<file path="src/rtl/atm_cell_ingress_pkg.sv">
package atm_cell_ingress_pkg;
  localparam int CELL_OCTETS  = 53;
  localparam int HDR_OCTETS   = 5;
  localparam int FAB_OCTETS   = 3;
  localparam int FRAME_OCTETS = FAB_OCTETS + CELL_OCTETS;
  localparam int PRE_OCTETS   = FAB_OCTETS + HDR_OCTETS;
  localparam int PRE_W        = $clog2(PRE_OCTETS);
  localparam int POS_W        = $clog2(FRAME_OCTETS);
  localparam int VPI_W        = 12;
  localparam int VCI_W        = 16;
  localparam int MAP_W        = 16;

  typedef enum logic [1:0] {ST_FILL, ST_EVAL, ST_SEND} phase_t;

  // strobes from control to datapath
  typedef struct packed {
    logic             bufWr;
    logic [POS_W-1:0] bufIdx;
    logic             hdrLatch;
    logic [POS_W-1:0] rdPos;
  } dpCtrl_t;

  // CRC-8, generator 0x07, zero start, MSB first, no final xor
  function automatic logic [7:0] hecOf(input logic [31:0] hdr);
    logic [7:0] crc;
    crc = 8'h00;
    for (int b = 3; b >= 0; b--) begin
      crc = crc ^ hdr[b*8 +: 8];
      for (int k = 0; k < 8; k++)
        crc = crc[7] ? ((crc << 1) ^ 8'h07) : (crc << 1);
    end
    return crc;
  endfunction
endpackage

</file>
<file path="src/rtl/atm_route_table.sv">
module atm_route_table
  import atm_cell_ingress_pkg::*;
#(
  parameter int NUM_ENTRIES = 16,
  parameter int NUM_PORTS   = 16,
  parameter int PRIO_W      = 2
) (
  input  logic                           clk,
  input  logic                           rst_n,
  input  logic                           wrEn,
  input  logic [$clog2(NUM_ENTRIES)-1:0] wrIdx,
  input  logic                           wrValid,
  input  logic [VPI_W-1:0]               wrInVpi,
  input  logic [VCI_W-1:0]               wrInVci,
  input  logic [VPI_W-1:0]               wrOutVpi,
  input  logic [VCI_W-1:0]               wrOutVci,
  input  logic [NUM_PORTS-1:0]           wrPortMap,
  input  logic [PRIO_W-1:0]              wrPrio,
  input  logic [VPI_W-1:0]               keyVpi,
  input  logic [VCI_W-1:0]               keyVci,
  output logic                           hit,
  output logic [VPI_W-1:0]               hitOutVpi,
  output logic [VCI_W-1:0]               hitOutVci,
  output logic [NUM_PORTS-1:0]           hitPortMap,
  output logic [PRIO_W-1:0]              hitPrio
);
  localparam int IDX_W = $clog2(NUM_ENTRIES);

  logic [NUM_ENTRIES-1:0] entValid;
  logic [VPI_W-1:0]       entInVpi   [NUM_ENTRIES];
  logic [VCI_W-1:0]       entInVci   [NUM_ENTRIES];
  logic [VPI_W-1:0]       entOutVpi  [NUM_ENTRIES];
  logic [VCI_W-1:0]       entOutVci  [NUM_ENTRIES];
  logic [NUM_PORTS-1:0]   entPortMap [NUM_ENTRIES];
  logic [PRIO_W-1:0]      entPrio    [NUM_ENTRIES];
  logic [NUM_ENTRIES-1:0] matchVec;
  logic [IDX_W-1:0]       selIdx;

  for (genvar e = 0; e < NUM_ENTRIES; e++) begin : gEntry
    logic wrHere;
    assign wrHere = wrEn && (wrIdx == IDX_W'(e));

    always_ff @(posedge clk or negedge rst_n) begin
      if (!rst_n)      entValid[e] <= 1'b0;
      else if (wrHere) entValid[e] <= wrValid;
    end

    always_ff @(posedge clk) begin
      if (wrHere) begin
        entInVpi[e]   <= wrInVpi;
        entInVci[e]   <= wrInVci;
        entOutVpi[e]  <= wrOutVpi;
        entOutVci[e]  <= wrOutVci;
        entPortMap[e] <= wrPortMap;
        entPrio[e]    <= wrPrio;
      end
    end

    assign matchVec[e] = entValid[e] && (entInVpi[e] == keyVpi) && (entInVci[e] == keyVci);
  end

  // lowest matching index wins
  always_comb begin
    selIdx = '0;
    for (int e = NUM_ENTRIES - 1; e >= 0; e--)
      if (matchVec[e]) selIdx = IDX_W'(e);
  end

  assign hit        = |matchVec;
  assign hitOutVpi  = entOutVpi[selIdx];
  assign hitOutVci  = entOutVci[selIdx];
  assign hitPortMap = entPortMap[selIdx];
  assign hitPrio    = entPrio[selIdx];
endmodule

</file>
<file path="src/rtl/atm_ingress_dp.sv">
module atm_ingress_dp
  import atm_cell_ingress_pkg::*;
#(
  parameter int NUM_PORTS = 16,
  parameter int PRIO_W    = 2
) (
  input  logic                 clk,
  input  logic                 nniMode,
  input  dpCtrl_t              ctl,
  input  logic [7:0]           inData,
  input  logic [VPI_W-1:0]     tblOutVpi,
  input  logic [VCI_W-1:0]     tblOutVci,
  input  logic [NUM_PORTS-1:0] tblPortMap,
  input  logic [PRIO_W-1:0]    tblPrio,
  output logic [VPI_W-1:0]     keyVpi,
  output logic [VCI_W-1:0]     keyVci,
  output logic                 hecOk,
  output logic [7:0]           outData
);
  logic [7:0] cellBuf  [CELL_OCTETS];
  logic [7:0] frameHdr [PRE_OCTETS];
  logic [7:0] newHdr   [PRE_OCTETS];
  logic [MAP_W-1:0] mapWide;
  logic       mcast;

  always_ff @(posedge clk) begin
    if (ctl.bufWr) cellBuf[ctl.bufIdx] <= inData;
  end

  // header parse
  assign keyVpi = nniMode ? {cellBuf[0], cellBuf[1][7:4]}
                          : {4'h0, cellBuf[0][3:0], cellBuf[1][7:4]};
  assign keyVci = {cellBuf[1][3:0], cellBuf[2], cellBuf[3][7:4]};
  assign hecOk  = (cellBuf[4] == hecOf({cellBuf[0], cellBuf[1], cellBuf[2], cellBuf[3]}));

  // fabric header and rewritten cell header
  assign mapWide = MAP_W'(tblPortMap);
  assign mcast   = ($countones(tblPortMap) > 1);

  always_comb begin
    newHdr[0] = mapWide[15:8];
    newHdr[1] = mapWide[7:0];
    newHdr[2] = '0;
    newHdr[2][7 -: PRIO_W] = tblPrio;
    newHdr[2][7 - PRIO_W]  = mcast;
    newHdr[3] = nniMode ? tblOutVpi[11:4] : {cellBuf[0][7:4], tblOutVpi[7:4]};
    newHdr[4] = {tblOutVpi[3:0], tblOutVci[15:12]};
    newHdr[5] = tblOutVci[11:4];
    newHdr[6] = {tblOutVci[3:0], cellBuf[3][3:0]};
    newHdr[7] = hecOf({newHdr[3], newHdr[4], newHdr[5], newHdr[6]});
  end

  always_ff @(posedge clk) begin
    if (ctl.hdrLatch)
      for (int i = 0; i < PRE_OCTETS; i++) frameHdr[i] <= newHdr[i];
  end

  // output octet select: prefix from latch, payload straight from the cell store
  always_comb begin
    if (ctl.rdPos < POS_W'(PRE_OCTETS)) outData = frameHdr[ctl.rdPos[PRE_W-1:0]];
    else                                outData = cellBuf[ctl.rdPos - POS_W'(FAB_OCTETS)];
  end
endmodule

</file>
<file path="src/rtl/atm_ingress_ctrl.sv">
module atm_ingress_ctrl
  import atm_cell_ingress_pkg::*;
#(
  parameter int CNT_W = 16
) (
  input  logic             clk,
  input  logic             rst_n,
  input  logic             inValid,
  input  logic             inFirst,
  output logic             inReady,
  input  logic             outReady,
  output logic             outValid,
  output logic             outLast,
  input  logic             hecOk,
  input  logic             tblHit,
  output dpCtrl_t          ctl,
  output logic [CNT_W-1:0] hecDropCnt,
  output logic [CNT_W-1:0] missDropCnt
);
  localparam logic [POS_W-1:0] LAST_IN  = POS_W'(CELL_OCTETS - 1);
  localparam logic [POS_W-1:0] LAST_OUT = POS_W'(FRAME_OCTETS - 1);

  phase_t           phase;
  logic [POS_W-1:0] fillPos;
  logic [POS_W-1:0] sendPos;
  logic             accept;

  assign inReady  = (phase == ST_FILL);
  assign accept   = inValid && inReady;
  assign outValid = (phase == ST_SEND);
  assign outLast  = outValid && (sendPos == LAST_OUT);

  always_comb begin
    ctl.bufWr    = accept && (inFirst || (fillPos != '0));
    ctl.bufIdx   = inFirst ? '0 : fillPos;
    ctl.hdrLatch = (phase == ST_EVAL) && hecOk && tblHit;
    ctl.rdPos    = sendPos;
  end

  always_ff @(posedge clk or negedge rst_n) begin
    if (!rst_n) begin
      phase       <= ST_FILL;
      fillPos     <= '0;
      sendPos     <= '0;
      hecDropCnt  <= '0;
      missDropCnt <= '0;
    end else begin
      case (phase)
        ST_FILL: begin
          if (accept) begin
            if (inFirst) fillPos <= POS_W'(1);
            else if (fillPos != '0) begin
              if (fillPos == LAST_IN) begin
                fillPos <= '0;
                phase   <= ST_EVAL;
              end else begin
                fillPos <= fillPos + 1'b1;
              end
            end
          end
        end
        ST_EVAL: begin
          if (!hecOk) begin
            hecDropCnt <= hecDropCnt + 1'b1;
            phase      <= ST_FILL;
          end else if (!tblHit) begin
            missDropCnt <= missDropCnt + 1'b1;
            phase       <= ST_FILL;
          end else begin
            sendPos <= '0;
            phase   <= ST_SEND;
          end
        end
        ST_SEND: begin
          if (outReady) begin
            if (sendPos == LAST_OUT) begin
              sendPos <= '0;
              phase   <= ST_FILL;
            end else begin
              sendPos <= sendPos + 1'b1;
            end
          end
        end
        default: phase <= ST_FILL;
      endcase
    end
  end
endmodule

</file>
<file path="src/rtl/atm_cell_ingress.sv">
module atm_cell_ingress
  import atm_cell_ingress_pkg::*;
#(
  parameter int NUM_ENTRIES = 16,
  parameter int NUM_PORTS   = 16,
  parameter int PRIO_W      = 2,
  parameter int CNT_W       = 16
) (
  input  logic                           clk,
  input  logic                           rst_n,
  input  logic                           nniMode,
  input  logic                           inValid,
  input  logic                           inFirst,
  input  logic [7:0]                     inData,
  output logic                           inReady,
  output logic                           outValid,
  input  logic                           outReady,
  output logic [7:0]                     outData,
  output logic                           outLast,
  input  logic                           tblWrEn,
  input  logic [$clog2(NUM_ENTRIES)-1:0] tblWrIdx,
  input  logic                           tblWrValid,
  input  logic [11:0]                    tblWrInVpi,
  input  logic [15:0]                    tblWrInVci,
  input  logic [11:0]                    tblWrOutVpi,
  input  logic [15:0]                    tblWrOutVci,
  input  logic [NUM_PORTS-1:0]           tblWrPortMap,
  input  logic [PRIO_W-1:0]              tblWrPrio,
  output logic [CNT_W-1:0]               hecDropCnt,
  output logic [CNT_W-1:0]               missDropCnt
);
  dpCtrl_t              ctl;
  logic                 hecOk;
  logic                 tblHit;
  logic [VPI_W-1:0]     keyVpi;
  logic [VCI_W-1:0]     keyVci;
  logic [VPI_W-1:0]     tblOutVpi;
  logic [VCI_W-1:0]     tblOutVci;
  logic [NUM_PORTS-1:0] tblPortMap;
  logic [PRIO_W-1:0]    tblPrio;

  atm_ingress_ctrl #(.CNT_W(CNT_W)) u_ctrl (
    .clk(clk), .rst_n(rst_n),
    .inValid(inValid), .inFirst(inFirst), .inReady(inReady),
    .outReady(outReady), .outValid(outValid), .outLast(outLast),
    .hecOk(hecOk), .tblHit(tblHit), .ctl(ctl),
    .hecDropCnt(hecDropCnt), .missDropCnt(missDropCnt)
  );

  atm_ingress_dp #(.NUM_PORTS(NUM_PORTS), .PRIO_W(PRIO_W)) u_dp (
    .clk(clk), .nniMode(nniMode), .ctl(ctl), .inData(inData),
    .tblOutVpi(tblOutVpi), .tblOutVci(tblOutVci),
    .tblPortMap(tblPortMap), .tblPrio(tblPrio),
    .keyVpi(keyVpi), .keyVci(keyVci), .hecOk(hecOk), .outData(outData)
  );

  atm_route_table #(.NUM_ENTRIES(NUM_ENTRIES), .NUM_PORTS(NUM_PORTS), .PRIO_W(PRIO_W)) u_tbl (
    .clk(clk), .rst_n(rst_n),
    .wrEn(tblWrEn), .wrIdx(tblWrIdx), .wrValid(tblWrValid),
    .wrInVpi(tblWrInVpi), .wrInVci(tblWrInVci),
    .wrOutVpi(tblWrOutVpi), .wrOutVci(tblWrOutVci),
    .wrPortMap(tblWrPortMap), .wrPrio(tblWrPrio),
    .keyVpi(keyVpi), .keyVci(keyVci),
    .hit(tblHit), .hitOutVpi(tblOutVpi), .hitOutVci(tblOutVci),
    .hitPortMap(tblPortMap), .hitPrio(tblPrio)
  );
endmodule

</file>
<file path="config.mk">
export PLATFORM = sky130hd
export DESIGN_NAME = atm_cell_ingress
export DESIGN_NICKNAME = d
export VERILOG_FILES = /design/src/rtl/atm_cell_ingress_pkg.sv /design/src/rtl/atm_route_table.sv /design/src/rtl/atm_ingress_dp.sv /design/src/rtl/atm_ingress_ctrl.sv /design/src/rtl/atm_cell_ingress.sv
export SDC_FILE = /design/constraint.sdc
export NUM_CORES = 2
export LEC_CHECK = 0
export BUFFER_PORTS_ARGS = -buffer_cell sky130_fd_sc_hd__buf_4
export CAP_MARGIN = 20
export CORE_MARGIN = 2
export CORE_UTILIZATION = 44
export DETAILED_ROUTE_END_ITERATION = 8
export GPL_TIMING_DRIVEN = 0
export MAX_ROUTING_LAYER = met4
export PLACE_DENSITY = 0.66
export SLEW_MARGIN = 20
export SYNTH_ARGS = -nofsm -noshare
export SYNTH_HDL_FRONTEND = slang
export SYNTH_SLANG_ARGS = --single-unit
</file>
<file path="constraint.sdc">
create_clock -name clk -period 9.1 [get_ports clk]
set_input_delay 1.82 -clock clk [delete_from_list [all_inputs] [get_ports clk]]
set_output_delay 1.82 -clock clk [all_outputs]
set_load 0.1 [all_outputs]
</file>
==> impl_metrics.env <==
export IMPL_synth_edf_count=1691
export IMPL_synth_area_sq_mm=0.07544
export IMPL_dpl_worst_slack_ns=-2.517
export IMPL_drcViolationCount=0
export IMPL_hold_end="u_ctrl.missDropCnt[15]"
export IMPL_drt_total_wl_microns=210400
export IMPL_initial_utilization_pct=44.41
export IMPL_min_path_type="register to register"
export IMPL_max_freq_mhz=112.9
export IMPL_cp_max_fo=19
export IMPL_start_kind="input port"
export IMPL_clk_latency_ns=0.84
export IMPL_final_area_sq_mm=0.08726
export IMPL_hold_violations=0
export IMPL_crit_start="nniMode"
export IMPL_area_growth_pct=15.67
export IMPL_syn_num_nets=4745
export IMPL_setup_ws_ns=0.2426
export IMPL_skew_ns=0.05229
export IMPL_reg2reg_from="u_dp.cellBuf[3][6]"
export IMPL_grt_util_met3_pct=4.058
export IMPL_grt_pass1_vias=42680
export IMPL_gr_total_overflow=0
export IMPL_drt_iter0_drc=5738
export IMPL_fin_crit_sh_pct=97.33
export IMPL_ir_drop_mv=0.1857
export IMPL_crit_required_ns=9.66
export IMPL_grt_pass1_wl_microns=300800
export IMPL_synthFlopType="edfxtp_1"
export IMPL_maxSlewViolCount=0
export IMPL_synth_distinct_cells=99
export IMPL_gp_congestion=0.9255
export IMPL_status="complete, no violations"
export IMPL_placed_cells=7070
export IMPL_use_met1_pct=33.19
export IMPL_die_w_microns=418.1
export IMPL_clockRootBuffer="clkbuf_16"
export IMPL_ff2ff_setup_slack_ns=0.34
export IMPL_leakage_nw=30.40
export IMPL_cts_tree="done"
export IMPL_clk_pin_slew_ns=0.06
export IMPL_critPathCaptureType="register"
export IMPL_io_buffers=134
export IMPL_ys_seq_area_share_pct=69.37
export IMPL_clkSinkCount=1753
export IMPL_grt_max_degree=63
export IMPL_r2r_cells=31
export IMPL_gr_max_usage_layer="met2"
export IMPL_setup_viol=0
export IMPL_io_pin_count=137
export IMPL_r2r_end="u_dp.frameHdr[2][5]"
export IMPL_synth_cells=4622
export IMPL_die_area_sq_mm=0.1748
export IMPL_vias=43620
export IMPL_worst_pin_slew_ns=1.154
export IMPL_avgSynthCellArea_sq_um=16.32
export IMPL_async_flop_share_pct=3.537
export IMPL_h_tree_depth=4
export IMPL_antenna_found_initial=7
export IMPL_min_path_cells=1
export IMPL_cap_violations=0
export IMPL_drive_above_1_share_pct=18.87
export IMPL_cts_buffers_inserted=180
export IMPL_rows=151
export IMPL_vias_per_cell=5.889
export IMPL_coreArea_sq_mm=0.1698
export IMPL_dp_final_hpwl_microns=136700
export IMPL_wl_per_cell_microns=28.41
export IMPL_grt_use_met2_pct=38.34
export IMPL_worstPathArrival_ns=9.42
export IMPL_chipHeight_microns=418.1
export IMPL_grt_usage_pct=24.56
export IMPL_drtAntennaViolNets=0
export IMPL_power_mw=18.91
export IMPL_min_period_ns=8.857
export IMPL_path_class="input port to register"
export IMPL_fin_cells=7406
export IMPL_max_slew_margin_pct=22.53
export IMPL_postPlaceCellArea_sq_mm=0.08090
export IMPL_yosys_warnings=0
export IMPL_hp_start="u_ctrl.missDropCnt[15]"
export IMPL_num_nets_final=5158
export IMPL_power_density_mw_per_mm2=216.7
export IMPL_fin_util_pct=51.37
export IMPL_cts_path_max_buffers=3
export IMPL_detail_route_first_pass_iterations=5
export IMPL_ys_ff_latch=1753
==> metal layers <==
| metal | wire length (microns) | part of all wire, % | vias up |
|---|---|---|---|
| li1 | - | - | 18690 |
| met1 | 85700 | 41 | 22320 |
| met2 | 99800 | 47 | 2213 |
| met3 | 18640 | 8.9 | 396 |
| met4 | 6279 | 3.0 | 0 |
| met5 | 0 | 0 | - |
==> cells by family after synthesis <==
logic type | count (synthesis) | synth area share [%]
AOI/OAI and AO/OA | 341 | 3.166
muxes | 526 | 9.633
adders and majority gates | 29 | 0.5905
xor gates and xnor gates | 596 | 7.666
buffers and inverters | 276 | 1.907
DFF | 1753 | 69.37
and+or+nand+nor | 1101 | 7.666
==> Yosys cell counts (all sizes together), types with 86 or more instances <==
master / number / area (sq um)
nor4: 145 / 964.7
xor2: 362 / 3178
o21ai: 86 / 434.2
clkbuf: 88 / 330.3
edfxtp: 1691 / 50780
nand3: 88 / 440.4
mux2i: 291 / 2917
nand2: 339 / 1304
nor2: 150 / 563.0
xnor2: 197 / 1767
mux4: 151 / 3401
buf: 141 / 932.2
and3: 105 / 656.9
==> timing repair <==
item / in CTS / in global routing
hold buffers: 0 / 0
resized for setup: 73 / 70
endpoints found under the setup margin: 1 / 1
setup buffers: 9 / 5
gates cloned: 0 / 1
pin swaps: 10 / 7
==> critical path, stage by stage <==
cell       delay [ns]
buf_6            0.14
buf_6            0.18
clkbuf_4         0.23
and2_1           0.27
o2111ai_1        0.15
nor4_1           0.32
nand4_1          0.26
buf_4            0.23
and4bb_2         0.32
a211o_2          0.48
clkbuf_4         0.30
clkbuf_4         0.29
buf_4            0.28
clkbuf_2         0.26
o21ai_0          0.42
a21oi_2          0.09
buf_4            0.17
ha_1             0.29
fa_1             0.48
fa_1             0.54
inv_1            0.05
fa_1             0.38
inv_1            0.08
fa_1             0.42
ha_1             0.23
fa_1             0.44
o21ai_0          0.17
nand2_1          0.06
==> registers in the layout (all words and copies together) (netlist names) <==
signal              count
u_ctrl.fillPos          6
u_ctrl.hecDropCnt      16
u_ctrl.missDropCnt     16
u_ctrl.phase            2
u_ctrl.sendPos          6
u_dp.cellBuf          448
u_dp.frameHdr          59
u_tbl.entInVci        256
u_tbl.entInVpi        192
u_tbl.entOutVci       256
u_tbl.entOutVpi       192
u_tbl.entPortMap      256
u_tbl.entPrio          32
u_tbl.entValid         16
==> how the worst max path moves through the flow <==
stage,end,depth (start not counted)
floorplan,u_dp.frameHdr[2][5],33
global placement,u_tbl.entValid[12],4
detailed placement,u_dp.frameHdr[2][5],29
CTS,u_dp.frameHdr[2][5],30
global route,u_dp.frameHdr[2][5],31
finish,u_dp.frameHdr[2][5],28
==> stage by stage <==
step	setup TNS, ns	hold slack (ns)
5_1_grt	-0.01036	0.4777
3_5_place_dp	-2.517	0.4588
4_1_cts	0	0.4704
3_3_place_gp	-1298.14	0.4598
6_report	0	0.4674
2_1_floorplan	0	0.4717
==> cells in the final DEF, fill, tap and decap left out, types with 45 or more instances in the layout <==
cell	n
a21oi_1	55
mux4_2	151
buf_4	216
clkbuf_1	95
nand4_1	71
xnor2_1	193
nor2_1	137
mux2_2	83
mux2i_1	290
inv_1	45
o21ai_0	69
nor4_1	134
nand2_1	335
xor2_1	361
edfxtp_1	1691
nor3_1	49
and3_1	105
clkbuf_16	181
dfrtp_1	62
nand3_1	88
==> power breakdown <==
group,total [mW],internal [mW],leakage (nW),switching (mW)
sequential,9.11,9.03,16.1,0.0712
clock,7.35,4.16,2.86,3.19
combinational,2.46,1.02,11.5,1.43
total,18.9,14.2,30.4,4.69
==> layout make-up <==
type                       count  area [sq um]
timing repair buffer         247          2679
tap                         2218          2775
inverter                      47         176.4
clock inverter               104          1110
fill                       13780         82590
clock buffer                 227          4751
multi-input combinational   2593         22010
buffer                       213          1416
sequential                  1753         52330
antenna                        4         10.01
(Power assumes the default switching activity.)
